<file path="src/rtl/bsh_pkg.sv">
package bsh_pkg;

    typedef enum logic [1:0] {
        KIND_SHL     = 2'b00,
        KIND_SHR     = 2'b01,
        KIND_SAR     = 2'b10,
        KIND_SHL_ALT = 2'b11
    } shift_kind_e;

    // positions of the recomputed flags inside the status word
    localparam int FLAG_Z  = 0;
    localparam int FLAG_S  = 1;
    localparam int FLAG_OV = 2;
    localparam int FLAG_CY = 3;

endpackage

</file>
<file path="src/rtl/bsh_count_sel.sv">
module bsh_count_sel #(
    parameter int DATA_W = 32,
    parameter int CNT_W  = 5
) (
    input  logic [DATA_W-1:0] reg_val,
    input  logic [CNT_W-1:0]  imm_val,
    input  logic              use_reg,
    output logic [CNT_W-1:0]  amount
);
    // upper register bits take no part in the amount
    logic unused_reg_hi;
    assign unused_reg_hi = ^reg_val[DATA_W-1:CNT_W];

    assign amount = use_reg ? reg_val[CNT_W-1:0] : imm_val;
endmodule

</file>
<file path="src/rtl/bsh_core.sv">
module bsh_core
    import bsh_pkg::*;
#(
    parameter int DATA_W = 32,
    parameter int CNT_W  = 5
) (
    input  logic [DATA_W-1:0] value,
    input  logic [CNT_W-1:0]  amount,
    input  shift_kind_e       kind,
    output logic [DATA_W-1:0] shifted,
    output logic              carry_out
);
    // one extra guard bit below the word catches the last bit shifted out
    localparam int EXT_W = DATA_W + 1;

    logic go_left;
    logic fill;
    logic [DATA_W-1:0] oriented;
    logic [DATA_W-1:0] straight;
    logic [CNT_W:0][EXT_W-1:0] stage;

    assign go_left = (kind == KIND_SHL) || (kind == KIND_SHL_ALT);
    assign fill    = (kind == KIND_SAR) && value[DATA_W-1];

    // a left shift is a right shift of the bit-reversed word
    for (genvar i = 0; i < DATA_W; i++) begin : g_in_rev
        assign oriented[i] = go_left ? value[DATA_W-1-i] : value[i];
    end

    assign stage[0] = {oriented, 1'b0};

    for (genvar s = 0; s < CNT_W; s++) begin : g_stage
        localparam int STEP = 1 << s;
        assign stage[s+1] = amount[s]
            ? {{STEP{fill}}, stage[s][EXT_W-1:STEP]}
            : stage[s];
    end

    assign straight  = stage[CNT_W][EXT_W-1:1];
    assign carry_out = stage[CNT_W][0];

    for (genvar i = 0; i < DATA_W; i++) begin : g_out_rev
        assign shifted[i] = go_left ? straight[DATA_W-1-i] : straight[i];
    end
endmodule

</file>
<file path="src/rtl/bsh_flags.sv">
module bsh_flags
    import bsh_pkg::*;
#(
    parameter int DATA_W   = 32,
    parameter int STATUS_W = 8
) (
    input  logic [DATA_W-1:0]   result,
    input  logic                carry,
    input  logic [STATUS_W-1:0] status_in,
    output logic [STATUS_W-1:0] status_out
);
    always_comb begin
        status_out          = status_in;
        status_out[FLAG_Z]  = (result == '0);
        status_out[FLAG_S]  = result[DATA_W-1];
        status_out[FLAG_OV] = 1'b0;
        status_out[FLAG_CY] = carry;
    end
endmodule

</file>
<file path="src/rtl/bsh_unit.sv">
module bsh_unit
    import bsh_pkg::*;
#(
    parameter int DATA_W   = 32,
    parameter int STATUS_W = 8,
    parameter int CNT_W    = $clog2(DATA_W)
) (
    input  logic [DATA_W-1:0]   operand_i,
    input  logic [DATA_W-1:0]   cnt_reg_i,
    input  logic [CNT_W-1:0]    cnt_imm_i,
    input  logic                use_reg_cnt_i,
    input  logic [1:0]          kind_i,
    input  logic [STATUS_W-1:0] status_i,
    output logic [DATA_W-1:0]   result_o,
    output logic [STATUS_W-1:0] status_o
);
    logic [CNT_W-1:0] amount;
    logic             carry;
    shift_kind_e      kind;

    assign kind = shift_kind_e'(kind_i);

    bsh_count_sel #(.DATA_W(DATA_W), .CNT_W(CNT_W)) u_cnt (
        .reg_val (cnt_reg_i),
        .imm_val (cnt_imm_i),
        .use_reg (use_reg_cnt_i),
        .amount  (amount)
    );

    bsh_core #(.DATA_W(DATA_W), .CNT_W(CNT_W)) u_core (
        .value     (operand_i),
        .amount    (amount),
        .kind      (kind),
        .shifted   (result_o),
        .carry_out (carry)
    );

    bsh_flags #(.DATA_W(DATA_W), .STATUS_W(STATUS_W)) u_flags (
        .result     (result_o),
        .carry      (carry),
        .status_in  (status_i),
        .status_out (status_o)
    );
endmodule

</file>
<file path="config.mk">
export PLATFORM = sky130hd
export DESIGN_NAME = bsh_unit
export DESIGN_NICKNAME = d
export VERILOG_FILES = /design/src/rtl/bsh_pkg.sv /design/src/rtl/bsh_count_sel.sv /design/src/rtl/bsh_core.sv /design/src/rtl/bsh_flags.sv /design/src/rtl/bsh_unit.sv
export SDC_FILE = /design/constraint.sdc
export NUM_CORES = 1
export LEC_CHECK = 0
export BUFFER_PORTS_ARGS = -buffer_cell sky130_fd_sc_hd__buf_2
export CELL_PAD_IN_SITES_DETAIL_PLACEMENT = 0
export CELL_PAD_IN_SITES_GLOBAL_PLACEMENT = 1
export CORE_MARGIN = 3
export CORE_UTILIZATION = 35
export DETAILED_ROUTE_END_ITERATION = 12
export GPL_TIMING_DRIVEN = 1
export PLACE_DENSITY = 0.77
export SYNTH_ARGS = -nofsm -noshare
export SYNTH_HDL_FRONTEND = slang
export SYNTH_HIERARCHICAL = 1
export SYNTH_SLANG_ARGS = --single-unit
</file>
<file path="constraint.sdc">
create_clock -name vclk -period 6.4
set_input_delay 0.64 -clock vclk [all_inputs]
set_output_delay 0.64 -clock vclk [all_outputs]
set_load 0.05 [all_outputs]
</file>
* Yosys cells after proc, flatten, opt, wreduce, memory -nomap -nowiden *
Cells that the tools add are included.

word-level totals
  register bits = 0
  memory bits (read-only) = 0
  bits in latches = 0
  RAM bits = 0
  output and inout port bits = 40
  logic and storage cells = 76
  memories kept = 0

operators by class
  add/sub/neg operators = 0
  order comparisons = 0
  $mul = 0
  mux-type cells = 70
  shifts and indexed selects = 0
  bitwise logic cells = 0
  equality and inequality tests = 2
  divide/modulo/power cells = 0
  reductions and logical operators = 4

operators with widths
  kind                                   number
  2-to-1 mux 33 bit                      5
  2-to-1 mux 1 bit                       64
  zero test 32 bit                       1
  2-to-1 mux 5 bit                       1
  == test 2 bit (second input constant)  2
  zero test 2 bit                        1
  logical AND 1 bit                      1
  logical OR 1 bit                       1

* Depth between registers and ports, before layout *
Gate-level depths: netlist of run 1.

  word-level depth = 10
  gate-level depth with buffers = 15
  gate-level depth less buffers = 11

* Hierarchy *
Netlist of run 1, hierarchy kept.

by module, submodules not included
  module         cells an instance  area each (um^2)  instances
  bsh_core       441                3529.6            1
  bsh_flags      19                 128.9             1
  bsh_count_sel  5                  56.3              1

* Least setup slack after synthesis of run 1 *
No wires, ideal clock.

  path kind = input port to output port
  start point = input port kind_i[0]
  end point = output port status_o[0]
  cell stages on the path = 14
  arrival time = 4269 ps
  slack = 1491 ps
  path buffers = 3
  cell sequence = inv_1 -> ha_1 -> buf_6 -> buf_12 -> buf_12 -> mux4_1 -> mux2_2 -> mux2i_4 -> a21oi_1 -> o21ai_0 -> o21ai_0 -> nor4_1 -> nand4_1 -> nor2_1

between the ends
  cells in the longest elaborated chain, start to end = 10
  elaborated cells on any way between the ends = 75
  classes of those cells = 2 x eq/ne; 69 x mux; 4 x reduce/logical

RTL lines
  element                                                  RTL line         source
  start, declared                                          bsh_unit.sv:12   input logic [1:0] kind_i,
  == test 2 bit / zero test 2 bit (equally long branches)  bsh_core.sv:22   assign go_left = (kind == KIND_SHL) || (kind == KIND_SHL_ALT);
  logical OR 1 bit                                         bsh_core.sv:22
  2-to-1 mux 1 bit                                         bsh_core.sv:27   assign oriented[i] = go_left ? value[DATA_W-1-i] : value[i];
  2-to-1 mux 33 bit (5 in series)                          bsh_core.sv:35   ? {{STEP{fill}}, stage[s][EXT_W-1:STEP]}
  2-to-1 mux 1 bit (*)                                     bsh_core.sv:43   assign shifted[i] = go_left ? straight[DATA_W-1-i] : straight[i];
  net result_o[23]                                         bsh_unit.sv:14   output logic [DATA_W-1:0] result_o,
  zero test 32 bit (*)                                     bsh_flags.sv:14  status_out[FLAG_Z] = (result == '0);
  end, declared                                            bsh_unit.sv:15   output logic [STATUS_W-1:0] status_o

Mark *: on every way through the listed nets, which the timed path passes. The rest lies on a longest branch.

* Worst setup path in the final report of run 1 *
  start point = input port kind_i[0]
  end point = output port status_o[0]

between the ends
  cells in the longest elaborated chain, start to end = 10
  elaborated cells on any way between the ends = 75
  classes of those cells = 2 x eq/ne; 69 x mux; 4 x reduce/logical

RTL lines
  element                                                  RTL line
  == test 2 bit / zero test 2 bit (equally long branches)  bsh_core.sv:22
  logical OR 1 bit                                         bsh_core.sv:22
  2-to-1 mux 1 bit                                         bsh_core.sv:27
  2-to-1 mux 33 bit (5 in series)                          bsh_core.sv:35
  2-to-1 mux 1 bit                                         bsh_core.sv:43
  zero test 32 bit (*)                                     bsh_flags.sv:14

Mark *: on every way between the ends. The rest lies on a longest branch, timed or not.

==> results of run 1 <==
## logic make-up (layout without fill, tap and decap cells)
| logic type | after synthesis | after routing | share of synthesized area [%] |
|---|---|---|---|
| muxes | 129 | 129 | 46.3 |
| buffers and inverters | 56 | 93 | 8.76 |
| and+or+nand+nor | 147 | 147 | 19.1 |
| other | 1 | 1 | 0.101 |
| adders and majority gates | 1 | 1 | 0.337 |
| xor gates and xnor gates | 1 | 1 | 0.236 |
| AOI/OAI and AO/OA | 130 | 130 | 25.2 |
## worst max-delay path by stage
stage / startpoint / to / slack, ps / depth (start not counted)
3_5_place_dp: kind_i[0] / status_o[0] / 1490 / 13
6_report: kind_i[0] / status_o[0] / 1400 / 13
4_1_cts: kind_i[0] / status_o[0] / 1500 / 13
2_1_floorplan: kind_i[0] / status_o[0] / 1490 / 14
5_1_grt: kind_i[0] / status_o[0] / 1200 / 13
3_3_place_gp: kind_i[0] / status_o[0] / 1500 / 13
## report_power, final
| part | switching (mW) | total (mW) | internal, mW |
|---|---|---|---|
| Clock | 0 | 0 | 0 |
| Combinational | 0.501 | 0.738 | 0.237 |
| Sequential | 0 | 0 | 0 |
## cell usage in the layout, fill, tap and decap left out, drive strengths merged, types with 6 or more instances in the layout
master,Yosys,routed
buf,36,87
mux2i,72,72
nand2,48,48
nor2,31,31
mux2,29,29
mux4,28,28
o21ai,24,24
a21oi,24,24
nand3,17,17
a22oi,12,12
nor2b,9,9
nor4,8,8
nand2b,7,7
o22ai,7,7
a32oi,7,7
nor3,7,7
and2,7,7
o211ai,6,6
inv,6,6
## layer usage
layer / vias up / wire length (um)
met5: - / 0
met4: 0 / 329
met3: 26 / 1210
met2: 226 / 6710
met1: 2023 / 6090
li1: 1917 / -
## through the flow
step                std cells  total power, mW  setup slack [ps]
finish                    635            0.738              1400
global route              635            0.781              1200
CTS                       635            0.726              1500
detailed placement        635            0.724              1490
global placement          635            0.722              1500
floorplan                 465            0.567              1490
## area by class of cell
type,count,area [um2],share of cell area [%]
tap,133,166,4.12
multi-input combinational,409,3400,84.1
timing repair buffer,87,453,11.2
inverter,6,22.5,0.557
==> flow_summary.yaml, run 1 <==
run_status:
  status: "finished, final reports clean"
power:
  vdd.ir_drop.worst_uv: 121
  p_per_area_nw_per_um2: 182
  power_leakage_nw: 1.70
setup_path:
  critPathRequiredTime_ps: 5760
  arrival_ps: 4360
  crit_buf_inv: 3
  startpoint_type: "input port"
  cp-end-kind: "primary output"
  crit_chain: "buf_2 > inv_1 > ha_4 > mux2_2 > o311ai_0 > o311a_1 > a221oi_2 > a211oi_1 > a21oi_1 > nor4_1 > nand4_1 > nor2_1 > buf_2"
  critPathSlowestCell: "o311ai_0"
  path_class: "input port to primary output"
  crit_family: "compound AO/OA/AOI/OAI gates"
  crit_top_cell: "buf_2"
  max_stage_delay_ps: 820
  crit_path_max_fanout: 49
global_route:
  grt_pass1_wl_um: 21500
  grtUsageTotal_pct: 23.1
  gr-total-overflow: 0
  grt_max_degree: 50
  top_usage_layer: "met2"
  grt_antenna_before_repair: 0
  grt_use_met2_pct: 37.5
  use_met3_pct: 2.25
  grt_pass1_vias: 3806
  grtUsageMet1_pct: 33.1
layout:
  register_area_um2: 0
  nClkBuffers: 0
  postLayoutCellArea_um2: 4040
  seq_cells: 0
  nNetsFinal: 585
  drive_gt1_share_pct: 30.7
  diodes: 0
  num-fill-cells: 1041
  postLayoutCoreUtil_pct: 40.3
  area_delta_synth_final_pct: 8.86
timing:
  max_freq_mhz: 200
  slew_headroom_pct: 33.4
  setup_tns_ps: 0
  min_period_over_period_pct: 78.2
  min_period_ps: 5000
  hold_ws_ps: 1280
  slew_violations: 0
  hold_viol_final: 0
  tightest_slew_ps: 987
  finalSetupViolations: 0
  rsz0062_at_grt: "no"
synthesis:
  ys_top_cells_by_area: "mux2i_1 19%, mux4_2 13%, mux2_2 8.5%"
  synthCells: 465
  yosysUniqueCellTypes: 68
  yosys_warnings: 6
  netlist_area_um2: 3710
  yosysMostFrequentCell: "mux2i_1"
  ys_seq_area_share_pct: 0
  avgSynthCellArea_um2: 7.99
  synth_top_cell_area_share_pct: 19.1
  yosysTopAreaCell: "mux2i_1"
  synth_common_cells: "71 x mux2i_1, 48 x nand2_1, 31 x nor2_1, 28 x mux2_2"
  syn_nets: 546
cts:
  cts_setup_buffers: 0
  post_cts_resized: 0
  postCtsHoldBufs: 0
placement:
  place_hpwl_um: 11200
  numPortBuffers: 80
  routabilityCongestion: 0.958
  place_area_um2: 4040
job:
  maxCapViolations: 0
floorplan:
  die_x_um: 109
  core_area_um2: 10000
  num_io_pins: 120
  die_area_um2: 11900
  die_h_um: 109
  start_util_pct: 37.0
  rows: 36
hold_path:
  whs_endpoint: "status_o[7]"
  hp-class: "input port to primary output"
  hold_depth: 0
  hp-start: "status_i[7]"
routing:
  via_per_inst: 6.60
  drt_iter0_drc: 404
  dr.pass1.iters: 5
  wire_per_inst_um: 22.6
  vias: 4192
  ant_nets: 0
  wirelength_um: 14300
  drc: 0
Note: power is estimated with default switching activity, not from simulation.
==> inputs of run 2 (changes only) <==
==> constraint.sdc (replaced) <==
create_clock -name vclk -period 4.85
set_input_delay 0.485 -clock vclk [all_inputs]
set_output_delay 0.485 -clock vclk [all_outputs]
set_load 0.05 [all_outputs]
==> run 2 against run 1 <==
Compared with the run above: via count increased by 2.8%; hold slack got worse by 310 ps; global-route usage increased by 0.67 points; critical path depth unchanged; routed wire length increased by 1.5%; flip-flop and latch count unchanged; critical endpoint unchanged.
==> flow_summary.yaml, run 2 (same netlist as run 1, synthesis figures left out) <==
setup_path:
  critPathRequiredTime_ps: 4370
  crit_family: "multiplexers"
  path_class: "input port to primary output"
  max_stage_delay_ps: 660
  cp-end-kind: "primary output"
  critPathSlowestCell: "mux2_2"
  startpoint_type: "input port"
  crit_path_max_fanout: 28
  arrival_ps: 4020
  crit_chain: "buf_2 > mux2_2 > buf_4 > buf_4 > mux2i_1 > mux2i_1 > mux4_2 > a21oi_2 > mux2i_1 > nor4_2 > nand4_1 > nor2_1 > buf_2"
  crit_top_cell: "mux2i_1"
  crit_buf_inv: 4
hold_path:
  whs_endpoint: "status_o[7]"
  hold_depth: 0
  hp-start: "status_i[7]"
  hp-class: "input port to primary output"
power:
  seqPwrFrac_pct: 0
  p_comb_share_pct: 100.0
  power_leakage_nw: 1.75
  netSwitchingFraction_pct: 67.3
  p_per_area_nw_per_um2: 239
  internal_power_mw: 0.323
  vdd.ir_drop.worst_uv: 176
  clkPwrFrac_pct: 0
  power_switching_mw: 0.663
routing:
  drt_iter0_drc: 610
  wire_per_inst_um: 22.5
  wirelength_um: 14600
  dr.pass1.iters: 7
  via_per_inst: 6.66
  drc: 0
  ant_nets: 0
  vias: 4309
cts:
  postCtsHoldBufs: 0
  cts_setup_buffers: 0
  post_cts_resized: 0
timing:
  hold_viol_final: 0
  setup_tns_ps: 0
  tightest_slew_ps: 907
  min_period_over_period_pct: 93.0
  hold_ws_ps: 970
  slew_violations: 0
  slew_headroom_pct: 38.8
  rsz0062_at_grt: "no"
  min_period_ps: 4510
  max_freq_mhz: 222
  finalSetupViolations: 0
layout:
  nClkBuffers: 0
  area_delta_synth_final_pct: 11.3
  register_area_um2: 0
  layout.cells.most_common_list: "80 x buf_2, 71 x mux2i_1, 48 x nand2_1, 31 x nor2_1, 28 x mux2_2"
  nNetsFinal: 597
  diodes: 0
  drive_gt1_share_pct: 32.3
  seq_cells: 0
  final_common_cell: "buf_2"
  stdcell_count: 647
global_route:
  grt_max_degree: 43
  grt_pass1_wl_um: 22200
  gr-total-overflow: 0
  grtUsageTotal_pct: 23.8
  grt_pass1_vias: 3963
  grt_antenna_before_repair: 0
floorplan:
  num_io_pins: 120
  die_x_um: 109
  die_h_um: 109
  rows: 36
  start_util_pct: 37.0
  die_area_um2: 11900
  core_area_um2: 10000
job:
  maxCapViolations: 0
run_status:
  status: "finished, final reports clean"
placement:
  routabilityCongestion: 0.958
  numPortBuffers: 80
  numPlacedInstances: 647
  place_hpwl_um: 11800
==> run 2: worst max-delay path by stage <==
stage / startpoint / end / slack, ps / cells past startpoint
floorplan: kind_i[0] / status_o[0] / 250 / 14
global placement: kind_i[0] / status_o[0] / 360 / 14
detailed placement: kind_i[0] / status_o[0] / 350 / 14
CTS: kind_i[0] / status_o[0] / 340 / 14
global route: kind_i[0] / status_o[0] / 50 / 14
finish: use_reg_cnt_i / status_o[0] / 340 / 13
==> run 2: power by group through the flow <==
stage | combinational [mW] | sequential (mW) | clock [mW]
after floorplan | 0.748 | 0 | 0
after CTS | 0.971 | 0 | 0
after detailed placement | 0.968 | 0 | 0
final | 0.986 | 0 | 0
after global placement | 0.963 | 0 | 0
after global routing | 1.04 | 0 | 0
==> run 2: final cells by class <==
cell class                 instances  area, um2
inverter                           6       22.5
fill                            1060       5910
multi-input combinational        409       3400
timing repair buffer              99        543
tap                              133        166
==> run 2: through the flow <==
| stage | total power, mW | worst slack [ps] | cell area, um2 | util (%) |
|---|---|---|---|---|
| floorplan | 0.748 | 251 | 3710 | - |
| global placement | 0.963 | 360 | 4130 | 41.2 |
| detailed placement | 0.968 | 351 | 4130 | 41.2 |
| CTS | 0.971 | 342 | 4130 | 41.2 |
| global route | 1.04 | 47.1 | 4130 | 41.2 |
| finish | 0.986 | 341 | 4130 | 41.2 |
==> run 2: per-layer routing <==
layer	vias to the layer above	GRT usage, %	wire [um]
met5	-	0	0
met4	0	5.50	433
met3	36	2.61	1290
met2	261	39.9	6860
met1	2072	32.7	5970
li1	1940	-	-
